<file path="src/rtl/ss_pkg.sv">
`timescale 1ns/1ps
package ss_pkg;

  typedef enum logic [1:0] {
    ST_IDLE  = 2'd0,
    ST_RAMP  = 2'd1,
    ST_RUN   = 2'd2,
    ST_NOCPU = 2'd3
  } ss_state_e;

endpackage

</file>
<file path="src/rtl/ss_vid_decode.sv">
`timescale 1ns/1ps
module ss_vid_decode #(
  parameter int VID_W   = 5,
  parameter int REF_W   = 12,
  parameter int VMAX_MV = 1850,
  parameter int STEP_MV = 25
) (
  input  logic [VID_W-1:0] vid,
  output logic [REF_W-1:0] tgt,
  output logic             nocpu_req
);

  // Code all-ones is reserved for the empty-socket condition.
  assign nocpu_req = &vid;

  always_comb begin
    tgt = REF_W'(VMAX_MV - STEP_MV * int'(vid));
  end

endmodule

</file>
<file path="src/rtl/ss_ramp.sv">
`timescale 1ns/1ps
module ss_ramp #(
  parameter int REF_W     = 12,
  parameter int RAMP_LOG2 = 11
) (
  input  logic             clk,
  input  logic             rst,
  input  logic             clr,
  input  logic             step,
  input  logic [REF_W-1:0] tgt,
  output logic             last,
  output logic [REF_W-1:0] ref_nxt
);

  localparam int RAMP_LEN = 1 << RAMP_LOG2;
  localparam int CNT_W    = RAMP_LOG2 + 1;
  localparam int ACC_W    = REF_W + RAMP_LOG2;

  logic [CNT_W-1:0] cnt_q, cnt_nxt;
  logic [ACC_W-1:0] acc_q, acc_nxt;

  // The accumulator holds target*n; its upper bits are floor(target*n/2^L).
  always_comb begin
    cnt_nxt = cnt_q;
    acc_nxt = acc_q;
    if (clr) begin
      cnt_nxt = '0;
      acc_nxt = '0;
    end else if (step) begin
      cnt_nxt = cnt_q + CNT_W'(1);
      acc_nxt = acc_q + ACC_W'(tgt);
    end
  end

  always_ff @(posedge clk) begin
    if (rst) begin
      cnt_q <= '0;
      acc_q <= '0;
    end else begin
      cnt_q <= cnt_nxt;
      acc_q <= acc_nxt;
    end
  end

  assign last    = (cnt_q == CNT_W'(RAMP_LEN - 1));
  assign ref_nxt = acc_nxt[ACC_W-1:RAMP_LOG2];

  AST_CNT_BOUND: assert property (@(posedge clk) disable iff (rst)
    cnt_q <= CNT_W'(RAMP_LEN));
  AST_ACC_RISES: assert property (@(posedge clk) disable iff (rst)
    (step && !clr) |=> acc_q >= $past(acc_q));
  AST_EXACT_LAND: assert property (@(posedge clk) disable iff (rst)
    (step && !clr && last) |=> acc_q[RAMP_LOG2-1:0] == '0);

endmodule

</file>
<file path="src/rtl/ss_fsm.sv">
`timescale 1ns/1ps
module ss_fsm
  import ss_pkg::*;
(
  input  logic      clk,
  input  logic      rst,
  input  logic      nocpu_req,
  input  logic      supplies_ok,
  input  logic      inhibit,
  input  logic      last,
  output ss_state_e st_nxt,
  output logic      start,
  output logic      step,
  output logic      clr
);

  ss_state_e st_q;

  // Priority: empty socket, then supply/inhibit, then sequencing.
  always_comb begin
    st_nxt = st_q;
    start  = 1'b0;
    step   = 1'b0;
    if (st_q == ST_NOCPU || nocpu_req) begin
      st_nxt = ST_NOCPU;
    end else if (!supplies_ok || inhibit) begin
      st_nxt = ST_IDLE;
    end else begin
      case (st_q)
        ST_IDLE: begin
          st_nxt = ST_RAMP;
          start  = 1'b1;
        end
        ST_RAMP: begin
          step = 1'b1;
          if (last) st_nxt = ST_RUN;
        end
        default: st_nxt = st_q;
      endcase
    end
    clr = start || !(st_nxt == ST_RAMP || st_nxt == ST_RUN);
  end

  always_ff @(posedge clk) begin
    if (rst) st_q <= ST_IDLE;
    else     st_q <= st_nxt;
  end

  AST_DROP_TO_IDLE: assert property (@(posedge clk) disable iff (rst)
    (st_q != ST_NOCPU && !nocpu_req && !supplies_ok) |=> st_q == ST_IDLE);
  AST_START_GATED: assert property (@(posedge clk) disable iff (rst)
    (st_q == ST_RAMP && $past(st_q) == ST_IDLE) |-> $past(supplies_ok && !inhibit));
  AST_NOCPU_STICKY: assert property (@(posedge clk) disable iff (rst)
    st_q == ST_NOCPU |=> st_q == ST_NOCPU);

endmodule

</file>
<file path="src/rtl/ss_seq_ctrl.sv">
`timescale 1ns/1ps
module ss_seq_ctrl
  import ss_pkg::*;
#(
  parameter int VID_W     = 5,
  parameter int REF_W     = 12,
  parameter int RAMP_LOG2 = 11,
  parameter int VMAX_MV   = 1850,
  parameter int STEP_MV   = 25,
  parameter int HI_MV     = 1000,
  parameter int UV_MV     = 800
) (
  input  logic             clk,
  input  logic             rst,
  input  logic             drv_ok,
  input  logic             core_ok,
  input  logic             inhibit,
  input  logic [VID_W-1:0] vid,
  input  logic             pg_ok,
  output logic             lo_en,
  output logic             hi_en,
  output logic             uv_arm,
  output logic [REF_W-1:0] ref_code,
  output logic             pgood,
  output logic             nocpu
);

  logic [REF_W-1:0] tgt_dec, tgt_q, ref_nxt;
  logic             nocpu_req, start, step, clr, last;
  ss_state_e        st_nxt;
  logic             active_nxt;

  ss_vid_decode #(
    .VID_W(VID_W), .REF_W(REF_W), .VMAX_MV(VMAX_MV), .STEP_MV(STEP_MV)
  ) u_dec (
    .vid(vid), .tgt(tgt_dec), .nocpu_req(nocpu_req)
  );

  ss_fsm u_fsm (
    .clk(clk), .rst(rst), .nocpu_req(nocpu_req),
    .supplies_ok(drv_ok && core_ok), .inhibit(inhibit), .last(last),
    .st_nxt(st_nxt), .start(start), .step(step), .clr(clr)
  );

  // Target is captured once per ramp start.
  always_ff @(posedge clk) begin
    if (rst)        tgt_q <= '0;
    else if (start) tgt_q <= tgt_dec;
  end

  ss_ramp #(.REF_W(REF_W), .RAMP_LOG2(RAMP_LOG2)) u_ramp (
    .clk(clk), .rst(rst), .clr(clr), .step(step), .tgt(tgt_q),
    .last(last), .ref_nxt(ref_nxt)
  );

  assign active_nxt = (st_nxt == ST_RAMP) || (st_nxt == ST_RUN);

  // Outputs registered from next-state values so they align with the state.
  always_ff @(posedge clk) begin
    if (rst) begin
      lo_en    <= 1'b0;
      hi_en    <= 1'b0;
      uv_arm   <= 1'b0;
      ref_code <= '0;
      pgood    <= 1'b0;
      nocpu    <= 1'b0;
    end else begin
      lo_en    <= (st_nxt == ST_IDLE) ? (drv_ok && !inhibit) : active_nxt;
      hi_en    <= active_nxt && (ref_nxt >= REF_W'(HI_MV));
      uv_arm   <= active_nxt && (ref_nxt >= REF_W'(UV_MV));
      ref_code <= ref_nxt;
      pgood    <= (st_nxt == ST_RUN) && pg_ok;
      nocpu    <= (st_nxt == ST_NOCPU);
    end
  end

  AST_NOCPU_ALL_OFF: assert property (@(posedge clk) disable iff (rst)
    nocpu |-> (!lo_en && !hi_en && !uv_arm && !pgood && ref_code == '0));
  AST_HI_AFTER_VALLEY: assert property (@(posedge clk) disable iff (rst)
    hi_en |-> ref_code >= REF_W'(HI_MV));
  AST_UV_BEFORE_HI: assert property (@(posedge clk) disable iff (rst)
    hi_en |-> uv_arm);
  AST_PG_AT_TARGET: assert property (@(posedge clk) disable iff (rst)
    pgood |-> ref_code == tgt_q);
  AST_INHIBIT_OFF: assert property (@(posedge clk) disable iff (rst)
    inhibit |=> (!lo_en && !hi_en && !pgood));

endmodule

</file>
<file path="config.mk">
export PLATFORM = sky130hd
export DESIGN_NAME = ss_seq_ctrl
export DESIGN_NICKNAME = d
export VERILOG_FILES = /design/src/rtl/ss_pkg.sv /design/src/rtl/ss_vid_decode.sv /design/src/rtl/ss_ramp.sv /design/src/rtl/ss_fsm.sv /design/src/rtl/ss_seq_ctrl.sv
export SDC_FILE = /design/constraint.sdc
export NUM_CORES = 1
export LEC_CHECK = 0
export ABC_AREA = 1
export BUFFER_PORTS_ARGS = -buffer_cell sky130_fd_sc_hd__buf_2
export CAP_MARGIN = 30
export CORE_MARGIN = 2
export CORE_UTILIZATION = 40
export CTS_BUF_LIST = sky130_fd_sc_hd__clkbuf_2 sky130_fd_sc_hd__clkbuf_4 sky130_fd_sc_hd__clkbuf_8
export CTS_CLUSTER_SIZE = 16
export DETAILED_ROUTE_END_ITERATION = 6
export GPL_TIMING_DRIVEN = 0
export PLACE_DENSITY = 0.53
export RECOVER_POWER = 100
export SKIP_LAST_GASP = 1
export SLEW_MARGIN = 25
export SYNTH_ARGS = -nofsm -noshare
export SYNTH_HDL_FRONTEND = slang
export SYNTH_SLANG_ARGS = --single-unit
</file>
<file path="constraint.sdc">
create_clock -name clk -period 6.35 [get_ports clk]
set_input_delay 0.3175 -clock clk [delete_from_list [all_inputs] [get_ports clk]]
set_output_delay 0.3175 -clock clk [all_outputs]
set_load 0.02 [all_outputs]
</file>
==> results.txt <==
status - complete, no violations
Slew @ Worst Pin - 596 ps
drt first pass iters - 4
number of antenna-violating nets in the routed design - 0
Final Cycle Share - 52.8%
post-cts resize count - 0
Final #Nets - 592
Max Freq - 0.298 GHz
Core Box Area - 8810 sq um
ys async rst share - 0%
GR Util met3 - 2.81%
port bufs - 27
GR Util met2 - 26.9%
multi-input logic area - 2120 sq um
GPL Wtd Cong - 0.816
Pleak - 0.00193 uW
DP Wirelength - 6290 um
max-cap violations - 0
EDFF count, synth - 0
RSZ-0062 raised after global routing - false
CTS tree - built
CTS H-tree lvls - 2
count of filler cells inserted in the layout - 945
Cell variety after synth - 42
Die Width - 99.6 um
initial antenna violation count - 0
top_reg_cell synth - dfxtp_1
crit path time final - 3350 ps
1st-iter DRT viols - 107
highest net fanout along the worst path - 10
GRT Max-Usage Layer - met2
critical path class - flop to flop
Setup TNS Final - 0 ps
maximum number of pins on one net before global-route repair - 20
largest buffer count on any clock path - 2
mean area per synthesized cell - 7.15 sq um
Clk pin slew, worst setup/hold paths - 120 ps
PwrDens - 164 nW/um^2
fraction of layout cells with a size suffix above 1 - 13.2%
GRT Overall Usage - 16.7%
Max VDD drop - 75.3 uV
DR WL/cell - 12.1 um
storage element area - 1060 sq um
setup repair bufs after CTS - 0
Worst Setup Start Kind - flop
insertion delay to the later sink of the worst-skew pair - 320 ps
num rows - 34
final setup vio count - 0
die area - 9920 sq um
grt total ovfl - 0
hold crit path type - input port to flop
hold-fix buffers at CTS - 0
CTS buffer count - 5
TritonCTS Sinks - 53
Setup WS pre-CTS - 3580 ps
cell count after synthesis - 511
Initial Util - 41.5%
DRC - 0
Seq/Total Area, Yosys - 29.0%
Worst Skew - 15.7 ps
syn_nets - 558
Ports - 28
Root Buffer Master - clkbuf_8
crit path capture type - flop
Synth Warn # - 0
first-pass GRT wire length - 13200 um
ant diodes - 0
PnR worst setup slack - 3000 ps
max_slew headroom - 60.3%
post-DR vias/cell - 4.79
Yosys reg bits - 53
Area growth, synth to finish - 8.80%
Worst Path Required - 6610 ps
endpoints failing hold - 0
via count - 3130
die height - 99.6 um
Syn Std Cell Area - 3650 sq um
Post-Route WL - 7880 um
vias in the first global route - 2826
worst path arrival time - 3610 ps
Pins Over Slew Limit - 0
M1 GR Usage - 23.5%
path summary, 6_finish.rpt:
check,start,end,slack (ps),cells past startpoint
setup / recovery,u_ramp.cnt_q[0],u_ramp.acc_q[2],3000,18
hold reg to reg,u_ramp.cnt_q[11],u_ramp.cnt_q[11],470,1
hold / removal,pg_ok,pgood,200,3
setup reg to reg,u_ramp.cnt_q[0],u_ramp.acc_q[2],3000,18
power by group:
group	switching [uW]	total, uW	internal, uW	leakage (uW)
registers	3.44	341	337	0.000428
clock network	132	215	82.9	0.0000506
logic	58.0	94.7	36.6	0.00145
worst max-delay path, stage by stage, from the launching register on:
cell,delay (ps)
dfxtp_1,420
ha_1,200
nand4_1,100
inv_1,80
nand4_1,90
o21ai_0,230
inv_1,60
nand2_1,60
nand2_1,60
inv_1,100
ha_1,230
inv_1,70
nand2_1,70
inv_1,180
nand2_1,260
inv_1,230
clkbuf_1,490
o21ai_0,170
a31oi_1,170
kinds of logic after synthesis:
logic type,Yosys count,share of synthesized area [%]
fa+ha+maj,36,12.7
buf+inv,106,12.5
xor+xnor,17,4.07
simple gates,210,28.3
compound gates,89,13.4
flops,53,29.0
placed cells by master (no fill, tap or decap), drive strengths merged:
master    n
buf      23
inv      85
o21a      4
dfxtp    53
xor2      9
a31oi     6
nand3    20
a21oi    40
nor2     41
and3      2
o211ai    2
nor3     13
o21ai    30
nor3b     2
and2      1
xnor2     8
fa        2
ha       34
or2       3
clkbuf   29
nand3b    2
nand4    10
nand2   116
clkinv    4
a211oi    1
a21boi    1
o21bai    5
synthesized netlist by cell type, types with 3 or more instances:
library cell	number	area, sq um
buf_2	4	20.0
nand3_1	15	75.1
nor2_2	5	31.3
o21ai_1	3	15.0
xor2_1	9	78.8
ha_1	34	425
o21bai_1	5	37.5
buf_4	12	90.1
dfxtp_1	53	1060
nand4_1	8	50.1
a31oi_1	6	37.5
xnor2_1	8	70.1
nand2_1	105	394
o21a_1	4	30.0
nand2_2	9	56.3
nor2_1	35	131
a21oi_1	39	195
o21ai_0	27	135
inv_1	70	263
inv_2	13	48.8
nor3_2	3	30.0
or2_2	3	18.8
nand3_2	4	40.0
nor3_1	8	40.0
clkbuf_1	3	11.3
layout make-up:
cell class | count | area share [%]
Multi-Input combinational cell | 352 | 53.2
Sequential cell | 53 | 26.7
Inverter | 86 | 8.15
Tap cell | 108 | 3.40
Buffer | 20 | 3.24
Timing Repair Buffer | 27 | 2.83
Clock buffer | 5 | 1.73
Clock inverter | 3 | 0.724
registers in the layout (all words and copies together), names as in the netlist:
register and count:
u_ramp.acc_q 23, u_fsm.st_q 2, lo_en 1, hi_en 1, pgood 1, u_ramp.cnt_q 12
uv_arm 1, nocpu 1, tgt_q 11
per-layer routing:
layer / share of wire, % / routed length (um) / vias up
met5: 0 / 0 / -
met4: 0.95 / 75 / 0
met3: 2.7 / 209 / 5
met2: 44 / 3490 / 41
met1: 52 / 4110 / 1382
li1: - / - / 1702
per-stage QoR:
step           hold WS, ps  power, uW  area, sq um  std cells  util [%]
5_1_grt                194        689         3980        654      45.2
2_1_floorplan          430        420         3650        511         -
3_3_place_gp           451        444         3930        646      44.6
6_report               200        651         3980        654      45.2
3_5_place_dp           459        445         3930        646      44.6
4_1_cts                190        662         4020        654      45.7
(Power assumes the default switching activity.)
